--- src/rtl/pirq_router_pkg.sv ---
package pirq_router_pkg;

  localparam int unsigned IRQ_W   = 5;   // PIC input number field of a routing byte
  localparam int unsigned DIS_BIT = 7;   // route-disable flag position
  localparam int unsigned SEL_W   = 3;   // SCI select field width
  localparam int unsigned PINS    = 4;   // INTA..INTD
  localparam int unsigned FIELD_W = 4;   // per-pin field in a mapping word

  typedef struct packed {
    logic             valid;
    logic [IRQ_W-1:0] gsi;
  } sci_dest_t;

  function automatic sci_dest_t sci_decode(input logic [SEL_W-1:0] sel);
    sci_dest_t d;
    d.valid = 1'b1;
    case (sel)
      3'd0:    d.gsi = 5'd9;
      3'd1:    d.gsi = 5'd10;
      3'd2:    d.gsi = 5'd11;
      3'd3:    d.gsi = 5'd20;
      3'd4:    d.gsi = 5'd21;
      default: begin
        d.valid = 1'b0;
        d.gsi   = '0;
      end
    endcase
    return d;
  endfunction

endpackage

--- src/rtl/pirq_cfg_regs.sv ---
module pirq_cfg_regs
  import pirq_router_pkg::*;
#(
  parameter int unsigned NUM_LINES = 8,
  parameter int unsigned MAP_SLOTS = 7,
  parameter int unsigned ADDR_W    = 4,
  parameter int unsigned DATA_W    = 16,
  parameter int unsigned IDX_W     = 3
) (
  input  logic                            clk,
  input  logic                            rst_n,
  input  logic                            reg_we,
  input  logic [ADDR_W-1:0]               reg_addr,
  input  logic [DATA_W-1:0]               reg_wdata,
  input  logic [DATA_W-1:0]               map_rdata,
  output logic [DATA_W-1:0]               reg_rdata,
  output logic                            map_we,
  output logic [IDX_W-1:0]                map_idx,
  output logic [NUM_LINES-1:0]            route_dis,
  output logic [NUM_LINES-1:0][IRQ_W-1:0] route_irq,
  output logic [SEL_W-1:0]                sci_sel
);

  localparam logic [ADDR_W-1:0] MAP_LO   = ADDR_W'(NUM_LINES);
  localparam logic [ADDR_W-1:0] SCI_ADDR = ADDR_W'(NUM_LINES + MAP_SLOTS);

  logic                            route_hit, map_hit, sci_hit;
  logic [NUM_LINES-1:0]            route_en;
  logic [NUM_LINES-1:0]            dis_q, dis_d;
  logic [NUM_LINES-1:0][IRQ_W-1:0] irq_q, irq_d;
  logic                            sel_en;
  logic [SEL_W-1:0]                sel_q, sel_d;

  assign route_hit = (reg_addr < MAP_LO);
  assign map_hit   = (reg_addr >= MAP_LO) && (reg_addr < SCI_ADDR);
  assign sci_hit   = (reg_addr == SCI_ADDR);
  assign map_we    = reg_we && map_hit;
  assign map_idx   = IDX_W'(reg_addr - MAP_LO);
  assign sel_en    = reg_we && sci_hit;
  assign sel_d     = reg_wdata[SEL_W-1:0];

  for (genvar l = 0; l < NUM_LINES; l++) begin : g_route
    assign route_en[l] = reg_we && (reg_addr == ADDR_W'(l));
    always_comb begin
      dis_d[l] = reg_wdata[DIS_BIT];
      irq_d[l] = reg_wdata[IRQ_W-1:0];
    end
    always_ff @(posedge clk or negedge rst_n) begin
      if (!rst_n) begin
        dis_q[l] <= 1'b1;
        irq_q[l] <= '0;
      end else if (route_en[l]) begin
        dis_q[l] <= dis_d[l];
        irq_q[l] <= irq_d[l];
      end
    end
  end

  always_ff @(posedge clk or negedge rst_n) begin
    if (!rst_n)      sel_q <= '0;
    else if (sel_en) sel_q <= sel_d;
  end

  always_comb begin
    reg_rdata = '0;
    if (route_hit) begin
      for (int l = 0; l < NUM_LINES; l++) begin
        if (reg_addr == ADDR_W'(l)) begin
          reg_rdata[DIS_BIT]     = dis_q[l];
          reg_rdata[IRQ_W-1:0]   = irq_q[l];
        end
      end
    end else if (map_hit) begin
      reg_rdata = map_rdata;
    end else if (sci_hit) begin
      reg_rdata[SEL_W-1:0] = sel_q;
    end
  end

  assign route_dis = dis_q;
  assign route_irq = irq_q;
  assign sci_sel   = sel_q;

endmodule

--- src/rtl/pirq_slot_map.sv ---
module pirq_slot_map
  import pirq_router_pkg::*;
#(
  parameter int unsigned NUM_SLOTS = 32,
  parameter int unsigned BASE_SLOT = 25,
  parameter int unsigned HARD_SLOT = 30,
  parameter int unsigned NUM_LINES = 8,
  parameter int unsigned DATA_W    = 16,
  parameter int unsigned IDX_W     = 3
) (
  input  logic                          clk,
  input  logic                          rst_n,
  input  logic                          wr_en,
  input  logic [IDX_W-1:0]              idx,
  input  logic [DATA_W-1:0]             wr_data,
  output logic [DATA_W-1:0]             rd_data,
  input  logic [$clog2(NUM_SLOTS)-1:0]  slot_sel,
  input  logic [1:0]                    pin_sel,
  output logic [$clog2(NUM_LINES)-1:0]  line_sel
);

  localparam int unsigned MAP_SLOTS = NUM_SLOTS - BASE_SLOT;
  localparam int unsigned SLOT_W    = $clog2(NUM_SLOTS);
  localparam int unsigned LINE_W    = $clog2(NUM_LINES);
  localparam int unsigned HALF      = NUM_LINES / 2;

  function automatic logic [DATA_W-1:0] reset_word(input int unsigned slot);
    logic [DATA_W-1:0] w;
    w = '0;
    for (int unsigned p = 0; p < PINS; p++)
      w[p*FIELD_W +: FIELD_W] = FIELD_W'(((slot + p) % HALF) + HALF);
    return w;
  endfunction

  logic [DATA_W-1:0] words [MAP_SLOTS];

  for (genvar i = 0; i < MAP_SLOTS; i++) begin : g_slot
    if (BASE_SLOT + i == HARD_SLOT) begin : g_hard
      assign words[i] = '0;
    end else begin : g_soft
      logic              en;
      logic [DATA_W-1:0] w_q, w_d;
      assign en  = wr_en && (idx == IDX_W'(i));
      assign w_d = wr_data;
      always_ff @(posedge clk or negedge rst_n) begin
        if (!rst_n)  w_q <= reset_word(BASE_SLOT + i);
        else if (en) w_q <= w_d;
      end
      assign words[i] = w_q;
    end
  end

  always_comb begin
    rd_data = '0;
    for (int i = 0; i < MAP_SLOTS; i++)
      if (idx == IDX_W'(i)) rd_data = words[i];
  end

  always_comb begin
    logic [DATA_W-1:0] w;
    w        = '0;
    line_sel = LINE_W'(((int'(slot_sel) + int'(pin_sel)) % HALF) + HALF);
    if (slot_sel == SLOT_W'(HARD_SLOT)) begin
      line_sel = LINE_W'(HALF + int'(pin_sel));
    end else if (slot_sel >= SLOT_W'(BASE_SLOT)) begin
      for (int i = 0; i < MAP_SLOTS; i++)
        if (slot_sel == SLOT_W'(BASE_SLOT + i)) w = words[i];
      line_sel = w[pin_sel*FIELD_W +: LINE_W];
    end
  end

endmodule

--- src/rtl/pirq_irq_merge.sv ---
module pirq_irq_merge
  import pirq_router_pkg::*;
#(
  parameter int unsigned NUM_LINES  = 8,
  parameter int unsigned PIC_INPUTS = 16
) (
  input  logic [NUM_LINES-1:0]              pirq_in,
  input  logic [NUM_LINES-1:0]              route_dis,
  input  logic [NUM_LINES-1:0][IRQ_W-1:0]   route_irq,
  input  logic                              sci_in,
  input  logic [SEL_W-1:0]                  sci_sel,
  output logic [PIC_INPUTS+NUM_LINES-1:0]   gsi_out
);

  localparam int unsigned NUM_GSI = PIC_INPUTS + NUM_LINES;

  sci_dest_t sci_dest;
  assign sci_dest = sci_decode(sci_sel);

  always_comb begin
    gsi_out = '0;
    for (int i = 0; i < PIC_INPUTS; i++)
      for (int n = 0; n < NUM_LINES; n++)
        if (pirq_in[n] && !route_dis[n] && (route_irq[n] == IRQ_W'(i)))
          gsi_out[i] = 1'b1;
    for (int n = 0; n < NUM_LINES; n++)
      if (pirq_in[n]) gsi_out[PIC_INPUTS+n] = 1'b1;
    for (int g = 0; g < NUM_GSI; g++)
      if (sci_in && sci_dest.valid && (sci_dest.gsi == IRQ_W'(g)))
        gsi_out[g] = 1'b1;
  end

endmodule

--- src/rtl/pirq_router.sv ---
module pirq_router
  import pirq_router_pkg::*;
#(
  parameter int unsigned NUM_LINES  = 8,
  parameter int unsigned PIC_INPUTS = 16,
  parameter int unsigned NUM_SLOTS  = 32,
  parameter int unsigned BASE_SLOT  = 25,
  parameter int unsigned HARD_SLOT  = 30,
  parameter int unsigned ADDR_W     = 4,
  parameter int unsigned DATA_W     = 16
) (
  input  logic                                clk,
  input  logic                                rst_n,
  input  logic                                reg_we,
  input  logic [ADDR_W-1:0]                   reg_addr,
  input  logic [DATA_W-1:0]                   reg_wdata,
  output logic [DATA_W-1:0]                   reg_rdata,
  input  logic [$clog2(NUM_SLOTS)-1:0]        slot_sel,
  input  logic [1:0]                          pin_sel,
  output logic [$clog2(NUM_LINES)-1:0]        line_sel,
  input  logic [NUM_LINES-1:0]                pirq_in,
  input  logic                                sci_in,
  output logic [PIC_INPUTS+NUM_LINES-1:0]     gsi_out
);

  localparam int unsigned MAP_SLOTS = NUM_SLOTS - BASE_SLOT;
  localparam int unsigned IDX_W     = $clog2(MAP_SLOTS);

  logic [1:0]                      rst_pipe;
  logic                            rst_int_n;
  logic                            map_we;
  logic [IDX_W-1:0]                map_idx;
  logic [DATA_W-1:0]               map_rdata;
  logic [NUM_LINES-1:0]            route_dis;
  logic [NUM_LINES-1:0][IRQ_W-1:0] route_irq;
  logic [SEL_W-1:0]                sci_sel;

  always_ff @(posedge clk or negedge rst_n) begin
    if (!rst_n) rst_pipe <= '0;
    else        rst_pipe <= {rst_pipe[0], 1'b1};
  end
  assign rst_int_n = rst_pipe[1];

  pirq_cfg_regs #(
    .NUM_LINES(NUM_LINES), .MAP_SLOTS(MAP_SLOTS), .ADDR_W(ADDR_W),
    .DATA_W(DATA_W), .IDX_W(IDX_W)
  ) u_regs (
    .clk(clk), .rst_n(rst_int_n), .reg_we(reg_we), .reg_addr(reg_addr),
    .reg_wdata(reg_wdata), .map_rdata(map_rdata), .reg_rdata(reg_rdata),
    .map_we(map_we), .map_idx(map_idx), .route_dis(route_dis),
    .route_irq(route_irq), .sci_sel(sci_sel)
  );

  pirq_slot_map #(
    .NUM_SLOTS(NUM_SLOTS), .BASE_SLOT(BASE_SLOT), .HARD_SLOT(HARD_SLOT),
    .NUM_LINES(NUM_LINES), .DATA_W(DATA_W), .IDX_W(IDX_W)
  ) u_map (
    .clk(clk), .rst_n(rst_int_n), .wr_en(map_we), .idx(map_idx),
    .wr_data(reg_wdata), .rd_data(map_rdata), .slot_sel(slot_sel),
    .pin_sel(pin_sel), .line_sel(line_sel)
  );

  pirq_irq_merge #(
    .NUM_LINES(NUM_LINES), .PIC_INPUTS(PIC_INPUTS)
  ) u_merge (
    .pirq_in(pirq_in), .route_dis(route_dis), .route_irq(route_irq),
    .sci_in(sci_in), .sci_sel(sci_sel), .gsi_out(gsi_out)
  );

endmodule

--- config.mk ---
export PLATFORM = sky130hd
export DESIGN_NAME = pirq_router
export DESIGN_NICKNAME = d
export VERILOG_FILES = /design/src/rtl/pirq_router_pkg.sv /design/src/rtl/pirq_cfg_regs.sv /design/src/rtl/pirq_slot_map.sv /design/src/rtl/pirq_irq_merge.sv /design/src/rtl/pirq_router.sv
export SDC_FILE = /design/constraint.sdc
export NUM_CORES = 1
export LEC_CHECK = 0
export BUFFER_PORTS_ARGS = -buffer_cell sky130_fd_sc_hd__buf_2
export CAP_MARGIN = 40
export CORE_MARGIN = 2
export CORE_UTILIZATION = 56
export CTS_BUF_LIST = sky130_fd_sc_hd__clkbuf_4
export DETAILED_ROUTE_END_ITERATION = 8
export GPL_TIMING_DRIVEN = 0
export PLACE_DENSITY = 0.79
export SYNTH_ARGS = -nofsm -noshare
export SYNTH_HDL_FRONTEND = slang
export SYNTH_SLANG_ARGS = --single-unit
--- constraint.sdc ---
create_clock -name clk -period 4.67 [get_ports clk]
set_input_delay 0.7005 -clock clk [delete_from_list [all_inputs] [get_ports clk]]
set_output_delay 0.7005 -clock clk [all_outputs]
set_load 0.02 [all_outputs]
==> results.py, run 1 <==
metrics = {
    "grt": {
        "grt_max_degree": 57,
        "grt_usage": 0.328,
        "overflow": 0,
        "grt_pass1_vias": 7457,
        "grt_pass1_wl_um": 43500,
        "antenna_found_initial": 1,
    },
    "detailed_routing": {
        "wl_per_cell_um": 24.2,
        "drt_iter0_drc": 972,
        "drt_drc_violations_left": 0,
        "dr.pass1.iters": 5,
        "postRouteAntennaNets": 0,
        "drt-total-wl_um": 28500,
        "route.vias.total": 7820,
        "vias_per_cell": 6.65,
    },
    "power_and_ir_drop": {
        "p_seq_frac": 0.481,
        "leakage_uw": 0.00414,
        "vdd_drop_max_mv": 0.275,
        "p_int_uw": 2590,
        "p_per_area_nw_per_um2": 403,
        "comb_power_share": 0.309,
        "sw_frac_of_total": 0.369,
        "clkPwrFrac": 0.210,
        "p_sw_uw": 1510,
    },
    "place": {
        "port_buffers": 76,
        "finalWeightedCongestion": 0.998,
        "place_hpwl_um": 21000,
    },
    "sta": {
        "rsz0062_at_grt": "no",
        "setup_violations": 0,
        "skew_ns": 0.0180,
        "final_hold_viol_count": 0,
        "fin_crit_ns": 3.50,
        "holdWs_ns": 0.360,
        "slew_headroom": 0.479,
        "worst_slew_pin_slew_ns": 0.782,
        "maxSlewViolCount": 0,
        "finalCritPeriodShare": 0.750,
        "max_freq_mhz": 286,
    },
    "die": {
        "initial_core_util": 0.575,
        "core-area_sq_um": 15900,
        "pin_count": 82,
        "die_y_um": 132,
        "rows": 46,
        "die_w_um": 132,
        "die_area_sq_um": 17400,
    },
    "cts": {
        "root_buffer": "clkbuf_4",
        "cts_num_sinks": 149,
        "numCtsBuffers": 17,
        "insertion_delay_ns": 0.59,
        "clk_pin_slew_ns": 0.13,
        "cts.htree.levels": 4,
        "clock_path_buffers": 2,
        "cts_tree": "yes",
        "cts_resized": 0,
    },
    "logic_synthesis": {
        "synth_ff_type": "dfrtp_1",
        "seq_area_frac_synth": 0.414,
        "synth_warnings": 0,
        "postSynth.asyncResetShare": 1.00,
        "syn-num-nets": 888,
        "ys_ff_latch": 149,
        "synth_cells": 848,
        "syn_avg_cell_area_sq_um": 10.8,
        "synth_area_sq_um": 9170,
        "synth_cell_type_count": 63,
        "synth_edf_count": 0,
    },
    "worst_setup_path": {
        "start_kind": "input pin",
        "cpPeakStageDelay_ns": 0.62,
        "arrival_ns": 2.80,
        "endpoint_kind": "primary output",
        "cp.required_ns": 3.97,
        "critPathSlowestCell": "nor2b_1",
        "worst-path-buf-inv": 3,
        "worstPathCellList": "buf_2, clkbuf_1, nor2b_1, a221oi_1, nor4b_1, a211oi_1, o21ai_0, buf_2",
        "worst_path_most_repeated_cell": "buf_2",
        "critPathTopFamily": "simple AND/OR/NAND/NOR gates",
        "worst-setup-path-type": "in2out",
        "worstPathMaxFanout": 7,
    },
    "status": {
        "status": "complete, no violations",
    },
    "cells_and_area": {
        "drive_above_1_share": 0.408,
        "n_fill_cell": 1276,
        "fin_util": 0.639,
        "nNetsFinal": 986,
        "synthToLayoutAreaGrowth_pct": 11.2,
    },
    "job": {
        "drv_cap": 0,
    },
    "worst_hold_path": {
        "hp-class": "reg2async",
    },
}
## path summary, 6_finish.rpt
kind | from | endpoint | slack [ns] | depth (start not counted)
min reg2reg | rst_pipe[1]$_DFF_PN0_ | u_map.g_slot[1].g_soft.w_q[15]$_DFFE_PN0P_ | 0.36 | 0
min | rst_pipe[1]$_DFF_PN0_ | u_map.g_slot[1].g_soft.w_q[15]$_DFFE_PN0P_ | 0.36 | 0
max in group asynchronous | rst_pipe[1]$_DFF_PN0_ | u_regs.route_dis[6]$_DFFE_PN1P_ | 3.28 | 2
max | slot_sel[0] | line_sel[0] | 1.17 | 8
min in group clk | rst_pipe[0]$_DFF_PN0_ | rst_pipe[1]$_DFF_PN0_ | 0.38 | 0
max reg2reg | rst_pipe[1]$_DFF_PN0_ | u_regs.route_dis[6]$_DFFE_PN1P_ | 3.28 | 2
## final cells by class
| type | count | area [sq um] | area share |
|---|---|---|---|
| multi-input cells | 625 | 5000 | 0.491 |
| flip-flops and latches | 149 | 3800 | 0.373 |
| repair buffers | 79 | 445 | 0.0437 |
| plain buffers | 64 | 328 | 0.0322 |
| well taps | 216 | 270 | 0.0265 |
| clock inverters | 15 | 173 | 0.0169 |
| clock buffers | 17 | 128 | 0.0125 |
| inverters | 10 | 37.5 | 0.00368 |
| diodes | 1 | 2.50 | 0.000246 |
## sequential cells by signal (all words and copies together) (netlist names)
signal,count
u_map.g_slot.g_soft.w_q,96
u_regs.route_irq,40
u_regs.sci_sel,3
u_regs.route_dis,8
rst_pipe,2
## logic make-up after synthesis
| group | Yosys count | synth area share |
|---|---|---|
| AO/OA/AOI/OAI | 153 | 0.117 |
| XOR/XNOR | 1 | 0.000956 |
| adder cells (fa/ha/maj) | 1 | 0.00136 |
| buffers and inverters | 74 | 0.0399 |
| flip-flops | 149 | 0.414 |
| multiplexers | 205 | 0.279 |
| other | 1 | 0.000409 |
| AND/OR/NAND/NOR | 264 | 0.147 |
## metrics by stage
| stage | setup WS (ns) | setup TNS, ns | total power, uW | std cells | instance area [sq um] |
|---|---|---|---|---|---|
| after global routing | 1.01 | 0 | 4300 | 1176 | 10200 |
| after floorplan | 0.309 | 0 | 2790 | 848 | 9170 |
| final | 1.17 | 0 | 4110 | 1176 | 10200 |
| after CTS | 1.22 | 0 | 4080 | 1175 | 10200 |
| after detailed placement | 1.31 | 0 | 3220 | 1142 | 9880 |
| after global placement | -1.28 | -115.89 | 3180 | 1140 | 9820 |
## placed cells by master (no fill, tap or decap), drive strengths merged, types with 3 or more instances in the layout
master   instances
nand2           51
a22oi           29
mux2           161
a211oi           5
buf            112
a221oi          12
a2bb2oi          3
clkinv           6
nor3b           19
a21oi           24
o21ai           16
mux4            24
nor3            21
nor4             3
nand3b           3
nand3           23
nand2b           8
nor2b           27
a31oi           13
or3              3
mux2i           20
a22o             5
dfrtp           93
clkbuf          47
o32ai            5
a32oi            5
o22ai           16
a2111oi          3
inv             15
dfstp           56
nor2            75
nand4           16
and3             6
## power by group through the flow
| stage | logic, uW | clock network [uW] | registers, uW |
|---|---|---|---|
| 2_1_floorplan | 917 | 0 | 1870 |
| 3_3_place_gp | 1200 | 0 | 1980 |
| 3_5_place_dp | 1240 | 0 | 1980 |
| 4_1_cts | 1240 | 878 | 1960 |
| 5_1_grt | 1350 | 936 | 2010 |
| 6_report | 1270 | 863 | 1980 |
## worst register-to-register path, delay by kind of cell, from the launching register on
kind                   cells  cell delay, ns
buffers and inverters      2            0.62
flip-flops                 1            0.86
## metal layers
metal	vias to the layer above	wire length, um	GRT usage
met5	-	0	0
li1	3417	-	-
met2	476	12800	0.487
met4	0	681	0.123
met1	3865	12000	0.458
met3	62	2980	0.0957
## Yosys cell counts (all sizes together) (6+ instances only)
library cell | count | share of area
and3 | 6 | 0.0041
a22oi | 29 | 0.024
dfrtp | 93 | 0.25
nor2 | 75 | 0.033
a21oi | 24 | 0.013
mux2i | 20 | 0.022
inv | 9 | 0.0037
nor2b | 27 | 0.018
nand4 | 16 | 0.012
o21ai | 16 | 0.0087
a221oi | 12 | 0.011
nor3 | 21 | 0.011
dfstp | 56 | 0.16
clkbuf | 30 | 0.012
mux2 | 161 | 0.20
o22ai | 16 | 0.011
nand3 | 23 | 0.013
nand2b | 8 | 0.0055
nor3b | 19 | 0.016
a31oi | 13 | 0.0089
buf | 34 | 0.023
mux4 | 24 | 0.059
nand2 | 51 | 0.021
## repair_timing
| item | CTS | global route |
|---|---|---|
| buffers inserted | 0 | 0 |
| hold buffers | 1 | 0 |
| endpoints found under the hold margin | 2 | 0 |
Power figures use the tool's default switching activity.
==> run 2: changes to the inputs <==
clock period = 2.8 ns   (was 4.67 ns; I/O delays follow)
==> run 2 against run 1 <==
  * Global-route usage grew 0.77 points
  * Non-clock buffer count down 3
  * Critical path type unchanged
  * Sequential cell count unchanged
  * Highest routed layer unchanged
  * Critical path depth did not move
  * Core utilization rose by 1.4 points
  * Sequential share of layout area shrank 0.79 points
  * Via count is 0.88% higher
  * Routed wire length rose by 2.1%
  * Cell area increased by 2.2%
  * Largest cell class unchanged
  * Power rose by 72%
==> results.py, run 2 (synthesis results as in run 1) <==
metrics = {
    "status": {
        "status": "complete, no violations",
    },
    "place": {
        "port_buffers": 76,
        "finalWeightedCongestion": 0.993,
        "place_inst": 1142,
        "place_hpwl_um": 21400,
        "dpl-instance-area_sq_um": 9880,
        "place_ws_ns": 0.0666,
    },
    "cts": {
        "clock_path_buffers": 2,
        "cts.htree.levels": 4,
        "insertion_delay_ns": 0.60,
        "clk_pin_slew_ns": 0.15,
        "cts_tree": "yes",
        "cts_num_sinks": 149,
        "numCtsBuffers": 17,
        "root_buffer": "clkbuf_4",
    },
    "worst_setup_path": {
        "worstPathCellList": "buf_2, buf_2, buf_2, mux2i_1, nor2_1, a21oi_1, a21oi_1, buf_2",
        "worst-setup-path-type": "in2out",
        "cp.required_ns": 2.38,
        "r2r_start": "rst_pipe[1]$_DFF_PN0_",
        "rrSetupSlack_ns": 1.47,
        "reg2regPathDepth": 2,
        "cpPeakStageDelay_ns": 0.45,
        "worstReg2RegEnd": "u_regs.route_dis[4]$_DFFE_PN1P_",
        "worst_path_most_repeated_cell": "buf_2",
        "critPathSlowestCell": "mux2i_1",
        "worstPathMaxFanout": 10,
        "arrival_ns": 2.35,
        "critPathTopFamily": "buffers and inverters",
        "endpoint_kind": "primary output",
        "start_kind": "input pin",
        "worst-path-buf-inv": 4,
    },
    "grt": {
        "overflow": 0,
        "grt_pass1_vias": 7769,
        "grt_pass1_wl_um": 44800,
        "grt_max_degree": 66,
        "grt_usage": 0.336,
        "antenna_found_initial": 1,
    },
    "sta": {
        "final_hold_viol_count": 0,
        "setup_violations": 0,
        "finalCritPeriodShare": 0.990,
        "max_freq_mhz": 361,
        "fin_crit_ns": 2.77,
        "worst_slew_pin_slew_ns": 0.853,
        "layout_setup_ws_ns": 0.0267,
        "rsz0062_at_grt": "yes",
        "tns_ns": 0,
        "maxSlewViolCount": 0,
        "skew_ns": 0.0208,
        "slew_headroom": 0.429,
    },
    "detailed_routing": {
        "drt_drc_violations_left": 0,
        "postRouteAntennaNets": 0,
        "drt-total-wl_um": 29000,
        "route.vias.total": 7889,
        "vias_per_cell": 6.73,
        "dr.pass1.iters": 7,
        "wl_per_cell_um": 24.8,
        "drt_iter0_drc": 793,
    },
    "cells_and_area": {
        "largest_register_ffs": 96,
        "final_common_cell": "mux2_2",
        "n_fill_cell": 1298,
        "fin_util": 0.653,
        "fin_area_sq_um": 10400,
        "largest-register": "u_map.g_slot.g_soft.w_q",
        "synthToLayoutAreaGrowth_pct": 13.6,
        "drive_above_1_share": 0.447,
        "final_cell_mix": "mux2_2, buf_2, dfrtp_1",
        "final_cells": 1173,
        "nNetsFinal": 983,
    },
    "worst_hold_path": {
        "hp-start": "reg_wdata[8]",
        "whs_path_depth": 2,
        "hold_path_end": "u_map.g_slot[2].g_soft.w_q[8]$_DFFE_PN1P_",
        "hp-class": "in2reg",
    },
    "die": {
        "die_y_um": 132,
        "die_w_um": 132,
        "pin_count": 82,
        "rows": 46,
        "initial_core_util": 0.575,
        "core-area_sq_um": 15900,
        "die_area_sq_um": 17400,
    },
    "job": {
        "drv_cap": 0,
    },
    "power_and_ir_drop": {
        "p_per_area_nw_per_um2": 680,
        "vdd_drop_max_mv": 0.644,
        "leakage_uw": 0.00424,
    },
}
## run 2: cell count changes in the layout (fill, tap and decap cells not counted), moves of 3 or more
| cell | delta |
|---|---|
| nor3b_4 | +3 |
| nor2b_1 | -3 |
| nor3b_1 | -12 |
| nor3b_2 | +9 |
| clkbuf_1 | -11 |
| a221oi_1 | -3 |
| buf_4 | +5 |
| a221oi_2 | +3 |
| buf_2 | -3 |
| clkbuf_2 | +4 |
## run 2: area by class of cell
| cell class | count | area [sq um] | share of cell area |
|---|---|---|---|
| Buffer | 57 | 309 | 0.0297 |
| Sequential cell | 149 | 3800 | 0.365 |
| Inverter | 10 | 37.5 | 0.00361 |
| Tap cell | 216 | 270 | 0.0260 |
| Clock inverter | 15 | 208 | 0.0199 |
| Timing Repair Buffer | 83 | 484 | 0.0465 |
| Clock buffer | 17 | 128 | 0.0123 |
| Multi-Input combinational cell | 625 | 5170 | 0.496 |
| Antenna cell | 1 | 2.50 | 0.000240 |
## run 2: worst max-delay path by stage
stage	to	start	depth (start not counted)
2_1_floorplan	u_map.g_slot[0].g_soft.w_q[11]$_DFFE_PN0P_	rst_pipe[1]$_DFF_PN0_	0
3_3_place_gp	u_regs.route_irq[33]$_DFFE_PN0P_	rst_pipe[1]$_DFF_PN0_	0
3_5_place_dp	line_sel[0]	slot_sel[0]	8
4_1_cts	gsi_out[10]	u_regs.route_irq[34]$_DFFE_PN0P_	6
5_1_grt	gsi_out[10]	u_regs.route_dis[3]$_DFFE_PN1P_	6
6_report	reg_rdata[3]	reg_addr[1]	8
## run 2: repair_timing
item	CTS	global route
hold buffers	1	0
cloned	0	0
endpoints found under the hold margin	2	0
resized for setup	18	29
setup buffers	0	4
setup endpoints to repair	15	22
pin swaps	0	6
## run 2: metrics by stage
step	power (uW)	hold WS, ns
floorplan	4650	0.124
global placement	5310	0.206
detailed placement	5390	0.207
CTS	6980	0.104
global route	7380	0.0989
finish	7070	0.115
## run 2: power breakdown
| group | total [uW] | switching (uW) | internal, uW |
|---|---|---|---|
| clock | 1570 | 910 | 660 |
| sequential | 3390 | 607 | 2790 |
| combinational | 2110 | 1080 | 1030 |
## run 2: metal layers
metal	global-route usage	share of wire	up-vias
li1	-	-	3402
met1	0.454	0.41	3903
met2	0.522	0.46	479
met3	0.0900	0.096	105
met4	0.127	0.040	0
met5	0	0	-
==> run 3: changes to the inputs <==
==> constraint.sdc (replaced) <==
create_clock -name clk -period 2.8 [get_ports clk]
set_input_delay 0.14 -clock clk [delete_from_list [all_inputs] [get_ports clk]]
set_output_delay 0.14 -clock clk [all_outputs]
set_load 0.02 [all_outputs]
==> run 3 against run 2 <==
  * Critical path depth is 1 lower
  * Sequential cell count stayed put
  * Largest power group unchanged
  * Largest cell class unchanged
  * Non-clock buffer count is 19 higher
  * Sequential share of layout area hardly changed
  * Clock skew is 0.0052 ns higher
  * Die area stayed put
  * Clock-buffer cell count stayed put
  * Core utilization is 0.055 points higher
  * Cell area hardly changed
  * Clock power hardly changed
  * Power is 0.69% lower
==> results.py, run 3 (synthesis results as in run 1) <==
metrics = {
    "worst_setup_path": {
        "worst-setup-path-type": "reg2out",
        "start_kind": "flop",
        "worstPathMaxFanout": 9,
        "endpoint_kind": "primary output",
        "rrSetupSlack_ns": 1.47,
        "arrival_ns": 2.63,
        "cp.required_ns": 2.66,
    },
    "sta": {
        "skew_ns": 0.0260,
        "max_freq_mhz": 361,
        "maxSlewViolCount": 0,
        "finalCritPeriodShare": 0.991,
        "setup_violations": 0,
        "final_hold_viol_count": 0,
        "slew_headroom": 0.437,
        "rsz0062_at_grt": "no",
        "worst_slew_pin_slew_ns": 0.841,
        "tns_ns": 0,
        "fin_crit_ns": 2.77,
    },
    "die": {
        "initial_core_util": 0.575,
        "die_y_um": 132,
        "core-area_sq_um": 15900,
        "die_w_um": 132,
        "die_area_sq_um": 17400,
        "pin_count": 82,
        "rows": 46,
    },
    "cts": {
        "clock_path_buffers": 2,
        "cts_tree": "yes",
        "cts.htree.levels": 4,
        "cts_num_sinks": 149,
        "numCtsBuffers": 17,
        "root_buffer": "clkbuf_4",
        "insertion_delay_ns": 0.61,
        "clk_pin_slew_ns": 0.16,
    },
    "cells_and_area": {
        "nNetsFinal": 1002,
        "final_common_cell": "mux2_2",
        "synthToLayoutAreaGrowth_pct": 13.7,
        "n_fill_cell": 1305,
        "drive_above_1_share": 0.407,
        "final_cells": 1192,
        "largest-register": "u_map.g_slot.g_soft.w_q",
        "largest_register_ffs": 96,
        "final_cell_mix": "mux2_2, buf_2, dfrtp_1",
    },
    "grt": {
        "overflow": 0,
        "grt_usage": 0.338,
        "antenna_found_initial": 1,
        "grt_pass1_vias": 7871,
        "grt_pass1_wl_um": 45100,
        "grt_max_degree": 66,
    },
    "power_and_ir_drop": {
        "p_per_area_nw_per_um2": 674,
        "leakage_uw": 0.00424,
        "vdd_drop_max_mv": 0.656,
    },
    "status": {
        "status": "complete, no violations",
    },
    "detailed_routing": {
        "wl_per_cell_um": 24.5,
        "dr.pass1.iters": 8,
        "drt-total-wl_um": 29300,
        "drt_iter0_drc": 984,
        "vias_per_cell": 6.69,
        "route.vias.total": 7976,
        "postRouteAntennaNets": 0,
        "drt_drc_violations_left": 0,
    },
    "place": {
        "port_buffers": 76,
        "finalWeightedCongestion": 0.993,
        "place_hpwl_um": 21400,
        "place_inst": 1142,
    },
    "job": {
        "drv_cap": 0,
    },
    "worst_hold_path": {
        "hp-class": "in2reg",
    },
}
==> run 3: report_power, final <==
group          switching [uW]  internal (uW)
logic                    1130           1000
registers                 525           2790
clock network             919            661
total                    2580           4450
==> run 3: worst paths after layout <==
check	depth (start not counted)	endpoint	startpoint
max in group asynchronous	2	u_regs.route_dis[4]$_DFFE_PN1P_	rst_pipe[1]$_DFF_PN0_
worst max register to register	2	u_regs.route_dis[4]$_DFFE_PN1P_	rst_pipe[1]$_DFF_PN0_
worst min-delay path	4	u_map.g_slot[4].g_soft.w_q[7]$_DFFE_PN0P_	reg_we
min in group asynchronous	0	u_map.g_slot[2].g_soft.w_q[15]$_DFFE_PN0P_	rst_pipe[1]$_DFF_PN0_
worst max-delay path	7	gsi_out[13]	u_regs.route_irq[35]$_DFFE_PN0P_
worst min register to register	0	u_map.g_slot[2].g_soft.w_q[15]$_DFFE_PN0P_	rst_pipe[1]$_DFF_PN0_
==> run 3: per-layer routing <==
layer	global-route usage	routed length (um)
met5	0	0
met4	0.129	1040
met3	0.0980	2790
met2	0.527	13500
met1	0.448	12000
==> run 3: area by class of cell <==
type / instances / area [sq um] / share of cell area
multi-input cells: 625 / 5030 / 0.483
flip-flops and latches: 149 / 3800 / 0.365
repair buffers: 96 / 616 / 0.0591
plain buffers: 63 / 324 / 0.0311
well taps: 216 / 270 / 0.0259
clock inverters: 15 / 208 / 0.0199
clock buffers: 17 / 128 / 0.0122
inverters: 10 / 37.5 / 0.00360
diodes: 1 / 2.50 / 0.000240
==> run 3: through the flow <==
| stage | cell area, sq um | hold slack (ns) | worst slack, ns | util | total power [uW] |
|---|---|---|---|---|---|
| 2_1_floorplan | 9170 | -0.156 | 0.382 | - | 4650 |
| 3_3_place_gp | 9820 | -0.0738 | -0.487 | 0.616 | 5310 |
| 3_5_place_dp | 9880 | -0.0732 | 0.579 | 0.619 | 5390 |
| 4_1_cts | 10400 | 0.166 | 0.00935 | 0.652 | 6970 |
| 5_1_grt | 10400 | 0.191 | 0.00222 | 0.654 | 7330 |
| 6_report | 10400 | 0.171 | 0.0261 | 0.654 | 7030 |
==> run 3: worst max-delay path, cell delays in order (launching register included) <==
cell	delay, ns
dfrtp_1	0.39
clkbuf_1	0.24
nor2b_1	0.27
nand4_1	0.18
o21ai_0	0.10
a221oi_1	0.43
o2111ai_1	0.21
buf_2	0.21
==> run 3: repair_timing <==
item,4_1_cts,5_1_grt
resized for setup,2,4
cloned,0,0
endpoints found under the hold margin,89,0
hold buffers,18,0
setup buffers,0,0
endpoints found under the setup margin,2,7
